==> config.mk <==
export PLATFORM = sky130hd
export DESIGN_NAME = pcode_soft_dec
export DESIGN_NICKNAME = d
export VERILOG_FILES = /design/src/rtl/pcd_pkg.sv /design/src/rtl/pcd_collect.sv /design/src/rtl/pcd_signmin.sv /design/src/rtl/pcd_iter_engine.sv /design/src/rtl/pcode_soft_dec.sv
export SDC_FILE = /design/constraint.sdc
export NUM_CORES = 1
export LEC_CHECK = 0
export BUFFER_PORTS_ARGS = -buffer_cell sky130_fd_sc_hd__buf_2
export CAP_MARGIN = 40
export CORE_MARGIN = 3
export CORE_UTILIZATION = 65
export DETAILED_ROUTE_END_ITERATION = 8
export PLACE_DENSITY = 0.82
export SYNTH_ARGS = -nofsm -noshare
export SYNTH_HDL_FRONTEND = slang
export SYNTH_SLANG_ARGS = --single-unit
==> constraint.sdc <==
create_clock -name clk -period 7.45 [get_ports clk]
set_input_delay 1.1175 -clock clk [delete_from_list [all_inputs] [get_ports clk]]
set_output_delay 1.1175 -clock clk [all_outputs]
set_load 0.1 [all_outputs]
==> src/rtl/pcd_pkg.sv <==
// Shared constants and types for the product-code soft decoder.
// Assumes a fixed 2x2 data grid: four data slots followed by two row
// parities and two column parities in the serial order.
package pcd_pkg;
    localparam int unsigned NUM_DATA  = 4;
    localparam int unsigned NUM_SLOTS = 8;
    localparam int unsigned SLOT_ROW0 = 4;   // r0 slot, r1 follows
    localparam int unsigned SLOT_COL0 = 6;   // c0 slot, c1 follows

    typedef enum logic {
        PH_ROW = 1'b0,
        PH_COL = 1'b1
    } phase_e;
endpackage

==> src/rtl/pcd_collect.sv <==
// Serial-to-parallel frame collector.
// Shifts in the start sample and the next SLOTS-1 samples, then freezes
// until the next start. frame_full reports that all slots were taken.
// Assumes start is a single-cycle marker on the first sample.
module pcd_collect #(
    parameter int unsigned SAMPLE_W = 8,
    parameter int unsigned SLOTS    = pcd_pkg::NUM_SLOTS
) (
    input  logic                      clk,
    input  logic                      rst_n,
    input  logic                      start,
    input  logic [SAMPLE_W-1:0]       rx_sample,
    output logic [SLOTS*SAMPLE_W-1:0] frame_flat,
    output logic                      frame_full
);
    localparam int unsigned CNT_W = $clog2(SLOTS + 1);
    localparam logic [CNT_W-1:0] CNT_FULL = CNT_W'(SLOTS);
    localparam logic [CNT_W-1:0] CNT_ONE  = CNT_W'(1);

    logic [CNT_W-1:0]          cnt_q;
    logic [SLOTS*SAMPLE_W-1:0] sr_q;
    logic                      taking;

    // Capture window: start cycle and the slots that follow it.
    assign taking = start || ((cnt_q != '0) && (cnt_q < CNT_FULL));

    // Count samples taken since the last start, saturating at SLOTS.
    always_ff @(posedge clk) begin
        if (!rst_n) begin
            cnt_q <= '0;
        end else if (start) begin
            cnt_q <= CNT_ONE;
        end else if (taking) begin
            cnt_q <= cnt_q + CNT_ONE;
        end
    end

    // Shift new samples in at the top; slot 0 ends at the bottom.
    always_ff @(posedge clk) begin
        if (!rst_n) begin
            sr_q <= '0;
        end else if (taking) begin
            sr_q <= {rx_sample, sr_q[SLOTS*SAMPLE_W-1:SAMPLE_W]};
        end
    end

    assign frame_flat = sr_q;
    assign frame_full = (cnt_q == CNT_FULL);
endmodule

==> src/rtl/pcd_signmin.sv <==
// Sign-times-minimum combiner: y = sign(a*b) * min(|a|,|b|).
// Pure combinational. Magnitudes are taken as unsigned W-bit values, so
// the most negative input keeps its magnitude. A zero operand yields 0.
module pcd_signmin #(
    parameter int unsigned W = 10
) (
    input  logic signed [W-1:0] a,
    input  logic signed [W-1:0] b,
    output logic signed [W-1:0] y
);
    logic [W-1:0] mag_a;
    logic [W-1:0] mag_b;
    logic [W-1:0] mag_min;
    logic         neg;

    // Absolute values, compare, and signed result.
    always_comb begin
        mag_a   = a[W-1] ? (~a + 1'b1) : a;
        mag_b   = b[W-1] ? (~b + 1'b1) : b;
        mag_min = (mag_a < mag_b) ? mag_a : mag_b;
        neg     = a[W-1] ^ b[W-1];
        y       = neg ? signed'(~mag_min + 1'b1) : signed'(mag_min);
    end
endmodule

==> src/rtl/pcd_iter_engine.sv <==
// Iteration engine for the 2x2 product code.
// On load it latches a frame and clears the extrinsic values. On each
// following clock it performs one exchange, row first and then column,
// alternating, until ITER_STEPS exchanges are done. Posterior signs are
// available combinationally as decisions (1 when posterior <= 0).
// Assumes SUM_W >= SAMPLE_W + 2 so partner sums never overflow.
module pcd_iter_engine #(
    parameter int unsigned SAMPLE_W   = 8,
    parameter int unsigned SUM_W      = SAMPLE_W + 2,
    parameter int unsigned ITER_STEPS = 6,
    parameter int unsigned SLOTS      = pcd_pkg::NUM_SLOTS,
    parameter int unsigned NDATA      = pcd_pkg::NUM_DATA
) (
    input  logic                      clk,
    input  logic                      rst_n,
    input  logic                      load,
    input  logic [SLOTS*SAMPLE_W-1:0] frame_flat,
    output logic [NDATA*SUM_W-1:0]    ext_flat,
    output logic [NDATA-1:0]          dec_bits
);
    import pcd_pkg::*;

    localparam int unsigned STEP_W = $clog2(ITER_STEPS + 1);
    localparam logic [STEP_W-1:0] STEP_MAX = STEP_W'(ITER_STEPS);
    localparam logic [STEP_W-1:0] STEP_ONE = STEP_W'(1);

    logic [SAMPLE_W-1:0]     pkt_q [SLOTS];
    logic signed [SUM_W-1:0] sw    [SLOTS];
    logic signed [SUM_W-1:0] ext_q [NDATA];
    logic signed [SUM_W-1:0] ext_d [NDATA];
    logic signed [SUM_W-1:0] post  [NDATA];
    logic [STEP_W-1:0]       steps_q;
    phase_e                  phase_q;
    logic                    stepping;

    assign stepping = (steps_q < STEP_MAX);

    // Latch frame slots on load and sign-extend them to the sum width.
    for (genvar k = 0; k < SLOTS; k++) begin : g_slot
        always_ff @(posedge clk) begin
            if (!rst_n) begin
                pkt_q[k] <= '0;
            end else if (load) begin
                pkt_q[k] <= frame_flat[k*SAMPLE_W +: SAMPLE_W];
            end
        end
        assign sw[k] = {{(SUM_W-SAMPLE_W){pkt_q[k][SAMPLE_W-1]}}, pkt_q[k]};
    end

    // Per data bit: choose partner and parity by phase, combine, decide.
    for (genvar i = 0; i < NDATA; i++) begin : g_bit
        localparam int unsigned RP   = i ^ 1;
        localparam int unsigned CP   = i ^ 2;
        localparam int unsigned RPAR = SLOT_ROW0 + (i >> 1);
        localparam int unsigned CPAR = SLOT_COL0 + (i & 1);

        logic signed [SUM_W-1:0] a_in;
        logic signed [SUM_W-1:0] b_in;

        assign a_in = (phase_q == PH_ROW) ? (sw[RP] + ext_q[RP])
                                          : (sw[CP] + ext_q[CP]);
        assign b_in = (phase_q == PH_ROW) ? sw[RPAR] : sw[CPAR];

        pcd_signmin #(.W(SUM_W)) u_sm (
            .a (a_in),
            .b (b_in),
            .y (ext_d[i])
        );

        // Extrinsic register: cleared on load, updated while stepping.
        always_ff @(posedge clk) begin
            if (!rst_n) begin
                ext_q[i] <= '0;
            end else if (load) begin
                ext_q[i] <= '0;
            end else if (stepping) begin
                ext_q[i] <= ext_d[i];
            end
        end

        assign post[i]     = sw[i] + ext_q[i];
        assign dec_bits[i] = post[i][SUM_W-1] | (post[i] == '0);
        assign ext_flat[i*SUM_W +: SUM_W] = ext_q[i];
    end

    // Step counter and row/column phase sequencing.
    always_ff @(posedge clk) begin
        if (!rst_n) begin
            steps_q <= '0;
            phase_q <= PH_ROW;
        end else if (load) begin
            steps_q <= '0;
            phase_q <= PH_ROW;
        end else if (stepping) begin
            steps_q <= steps_q + STEP_ONE;
            phase_q <= (phase_q == PH_ROW) ? PH_COL : PH_ROW;
        end
    end
endmodule

==> src/rtl/pcode_soft_dec.sv <==
// Top level of the product-code iterative soft decoder.
// A start with a complete frame behind it loads the engine. A start that
// finds a frame already in the engine first emits that frame's decisions
// with a one-cycle valid pulse. Assumes packets are framed by start only.
module pcode_soft_dec #(
    parameter int unsigned SAMPLE_W   = 8,
    parameter int unsigned ITER_STEPS = 6
) (
    input  logic                clk,
    input  logic                rst_n,
    input  logic                start,
    input  logic [SAMPLE_W-1:0] rx_sample,
    output logic [3:0]          data_bits,
    output logic                out_valid
);
    localparam int unsigned SLOTS = pcd_pkg::NUM_SLOTS;
    localparam int unsigned NDATA = pcd_pkg::NUM_DATA;
    localparam int unsigned SUM_W = SAMPLE_W + 2;

    logic [SLOTS*SAMPLE_W-1:0] frame_flat;
    logic                      frame_full;
    logic [NDATA*SUM_W-1:0]    ext_flat;
    logic [NDATA-1:0]          dec_bits;
    logic                      load;
    logic                      loaded_q;

    assign load = start && frame_full;

    pcd_collect #(.SAMPLE_W(SAMPLE_W), .SLOTS(SLOTS)) u_collect (
        .clk        (clk),
        .rst_n      (rst_n),
        .start      (start),
        .rx_sample  (rx_sample),
        .frame_flat (frame_flat),
        .frame_full (frame_full)
    );

    pcd_iter_engine #(
        .SAMPLE_W   (SAMPLE_W),
        .SUM_W      (SUM_W),
        .ITER_STEPS (ITER_STEPS),
        .SLOTS      (SLOTS),
        .NDATA      (NDATA)
    ) u_engine (
        .clk        (clk),
        .rst_n      (rst_n),
        .load       (load),
        .frame_flat (frame_flat),
        .ext_flat   (ext_flat),
        .dec_bits   (dec_bits)
    );

    // Track whether the engine holds a frame awaiting emission.
    always_ff @(posedge clk) begin
        if (!rst_n) begin
            loaded_q <= 1'b0;
        end else if (start) begin
            loaded_q <= frame_full;
        end
    end

    // Emit decisions of the held frame on start, with a valid pulse.
    always_ff @(posedge clk) begin
        if (!rst_n) begin
            data_bits <= '0;
            out_valid <= 1'b0;
        end else begin
            out_valid <= start && loaded_q;
            if (start && loaded_q) begin
                data_bits <= dec_bits;
            end
        end
    end
endmodule

==> results.json <==
{
  "status": "finished clean",
  "rsz0062_at_grt": "no",
  "finClkSkew_ns": 0.0185,
  "synth_edf_count": 104,
  "yosysUniqueCellTypes": 95,
  "criticalPathCategory": "reg2reg",
  "fp.dieW_um": 153,
  "post_drt_wl_per_cell_um": 20.5,
  "syn_avg_cell_area_um2": 8.57,
  "io_pins": 16,
  "fp-row-count": 53,
  "clkLatencyLatePin_ns": 0.44,
  "cts_made_buffers": 17,
  "grt_overflow": 0,
  "numPortBuffers": 15,
  "cp_cell_sequence": "ha_1, fa_1, a211oi_1, or4b_2, nand4_1, nor3_1, o21ai_0, or4b_2, inv_1, ha_1, a21oi_1, o31a_1, nand3_2, or4b_1, a21oi_1, or3_1, a31oi_1",
  "final_antenna_net_count": 0,
  "tightest_slew_ns": 0.926,
  "vdd_drop_max_v": 0.000223,
  "ys_ff_latch": 182,
  "start_util_pct": 66.6,
  "cp.arrival_ns": 5.95,
  "layout-drive-gt1-share_pct": 8.31,
  "cp_max_fo": 18,
  "syn_area_um2": 14000,
  "antenna_found_initial": 1,
  "period_needed_ns": 5.78,
  "grt_start_max_net_pins": 69,
  "num_antenna_cells": 0,
  "hold_viol_final": 0,
  "die_area_um2": 23400,
  "fin_nets": 1718,
  "top_layer": "met5",
  "power_density_nw_per_um2": 418,
  "start_kind": "register",
  "yosysWarnings": 0,
  "drc": 0,
  "fp.coreArea_um2": 21100,
  "critPathMaxStageDelay_ns": 0.71,
  "path_clk_slew_ns": 0.08,
  "dr.pass1.iters": 5,
  "cts_num_sinks": 182,
  "ctsResizeCount": 0,
  "syn_inst": 1638,
  "setup_viol": 0,
  "drt-total-wl_um": 39200,
  "die_h_um": 153,
  "setup.worst_path.end_class": "register",
  "met1_length_um": 16200,
  "dr_wl_met3_um": 3210,
  "viasPerCell": 6.50,
  "fin_util_pct": 70.5,
  "finalWeightedCongestion": 1.03,
  "finalCritPeriodShare_pct": 77.6,
  "ys_seq_area_share_pct": 33.4,
  "power_leakage_nw": 5.85,
  "crit_path_top_delay_cell": "or4b_2",
  "async_flop_share_pct": 0,
  "crit_required_ns": 7.62,
  "maxSlewHeadroom_pct": 37.9,
  "grt_pass1_vias": 11422,
  "setup_tns_ns": 0,
  "hpwl_um": 29800,
  "fillerInstances": 1723,
  "cts_buffer_depth": 2,
  "synthFlopType": "edfxtp_1",
  "h-tree-depth": 4,
  "vias": 12423,
  "postCtsHoldBufs": 0,
  "fmax_mhz": 173,
  "cap_violations": 0,
  "syn_to_final_growth_pct": 5.93,
  "min_path_type": "reg2reg",
  "cts_setup_buffers": 0,
  "dr.first_iter.drc_count": 1166,
  "grt_pass1_wl_um": 61700,
  "cts-root-buf": "clkbuf_16",
  "drv_slew": 0,
  "met2_wirelength_um": 17700,
  "grt_usage_pct": 32.9,
  "cts_tree": "done"
}
-- cells in the mapped netlist (5+ instances only) --
master / number / area (um^2)
xor2_1: 43 / 377
a21o_1: 27 / 203
nor3b_1: 15 / 113
nand3_1: 30 / 150
and2_1: 75 / 469
a31o_2: 7 / 61.3
ha_1: 79 / 988
a21oi_1: 145 / 726
buf_2: 9 / 45.0
or3_1: 17 / 106
o221ai_1: 7 / 61.3
mux2i_1: 46 / 460
xnor2_1: 75 / 657
buf_4: 5 / 37.5
clkbuf_1: 49 / 184
nor3_1: 58 / 290
nor2b_1: 14 / 87.6
a31oi_1: 12 / 75.1
mux2_2: 12 / 135
nand2b_1: 13 / 81.3
and3b_1: 5 / 43.8
o2111ai_1: 6 / 52.6
o211ai_1: 19 / 143
a211oi_1: 35 / 263
o21ai_1: 8 / 40.0
nand2_1: 207 / 777
edfxtp_1: 104 / 3120
dfxtp_1: 78 / 1560
nand3b_1: 5 / 37.5
a211oi_2: 5 / 62.6
o21ai_0: 79 / 395
o211a_1: 5 / 50.1
inv_1: 48 / 180
o21a_1: 16 / 120
and3_1: 16 / 100
buf_6: 6 / 67.6
o31ai_1: 6 / 45.0
or2_2: 12 / 75.1
nand4_1: 11 / 68.8
o22ai_1: 5 / 31.3
and4_1: 6 / 52.6
nor2_1: 126 / 473
-- final timing paths --
check,endpoint,slack [ns],depth (start not counted),start
setup / recovery,u_engine.ext_q[1][9],1.67,17,u_engine.ext_q[0][0]
hold / removal,u_collect.frame_flat[2],0.45,2,u_collect.frame_flat[2]
setup reg to reg,u_engine.ext_q[1][9],1.67,17,u_engine.ext_q[0][0]
hold reg to reg,u_collect.frame_flat[2],0.45,2,u_collect.frame_flat[2]
-- power breakdown --
group	leakage [nW]	internal [mW]	switching (mW)	total (mW)
combinational	3.80	1.53	2.42	3.95
sequential	1.76	1.25	0.108	1.36
clock	0.289	0.453	0.459	0.912
total	5.85	3.23	2.99	6.22
-- cells by family (layout without fill, tap and decap cells) --
group / count (synthesis) / after routing / share of synthesized area [%]
other cells: 1 / 8 / 0.0267
mux: 61 / 61 / 4.54
simple gates: 636 / 636 / 22.6
fa+ha+maj: 83 / 83 / 7.61
flops: 182 / 182 / 33.4
buf+inv: 119 / 111 / 3.72
xor+xnor: 120 / 120 / 7.60
compound gates: 436 / 436 / 20.5
-- cell usage in the layout (no fill, tap or decap), types with 6 or more instances in the layout --
cell type and n:
a211oi_1 35, a21o_1 27, a21oi_1 145, a31o_2 7, a31oi_1 12, and2_1 75, and3_1 16, and4_1 6
buf_2 15, buf_4 15, clkbuf_16 17, conb_1 8, dfxtp_1 77, edfxtp_1 104, ha_1 79, inv_1 47
mux2_2 12, mux2i_1 46, nand2_1 206, nand2b_1 13, nand3_1 30, nand4_1 11, nor2_1 124, nor2b_1 14
nor3_1 58, nor3b_1 15, o2111ai_1 6, o211ai_1 19, o21a_1 16, o21ai_0 78, o21ai_1 8, o221ai_1 7
o31ai_1 6, or2_2 12, or3_1 17, xnor2_1 75, xor2_1 43
-- worst max-delay path: cells and delay by family, from the launching register on --
family / cells / cell delay, ns
buffers and inverters: 1 / 0.10
adder cells (fa/ha/maj): 3 / 0.96
AND/OR/NAND/NOR: 7 / 2.60
flip-flops: 1 / 0.39
AO/OA/AOI/OAI: 6 / 1.46
-- registers in the layout (all words and copies together), names as in the netlist --
signal,count
u_collect.frame_flat,64
u_engine.pkt_q,64
u_engine.ext_q,40
data_bits,4
u_collect.cnt_q,4
u_engine.steps_q,3
loaded_q,1
out_valid,1
u_engine.phase_q,1
-- through the flow --
stage	setup WS, ns	instances	hold WS (ns)	area, um^2	power (mW)
floorplan	2.02	1645	0.427	14100	4.39
global placement	1.90	1879	0.436	14300	5.12
detailed placement	1.76	1880	0.441	14300	5.22
CTS	1.75	1912	0.451	14900	6.14
global route	1.27	1912	0.465	14900	6.67
finish	1.67	1912	0.447	14900	6.22
-- per-layer routing --
layer  track usage [%]  up-vias
met1              43.7     5898
met3              6.65      101
li1                  -     5925
met4              15.3        2
met2              52.0      497
met5                 0        -
-- layout make-up --
class	instances	area (um^2)	area share (%)
sequential	182	4690	31.5
timing repair buffer	30	188	1.26
inverter	49	184	1.24
multi-input combinational	1344	8880	59.8
tap	275	344	2.31
clock buffer	18	429	2.89
clock inverter	14	150	1.01
(Power assumes the default switching activity.)
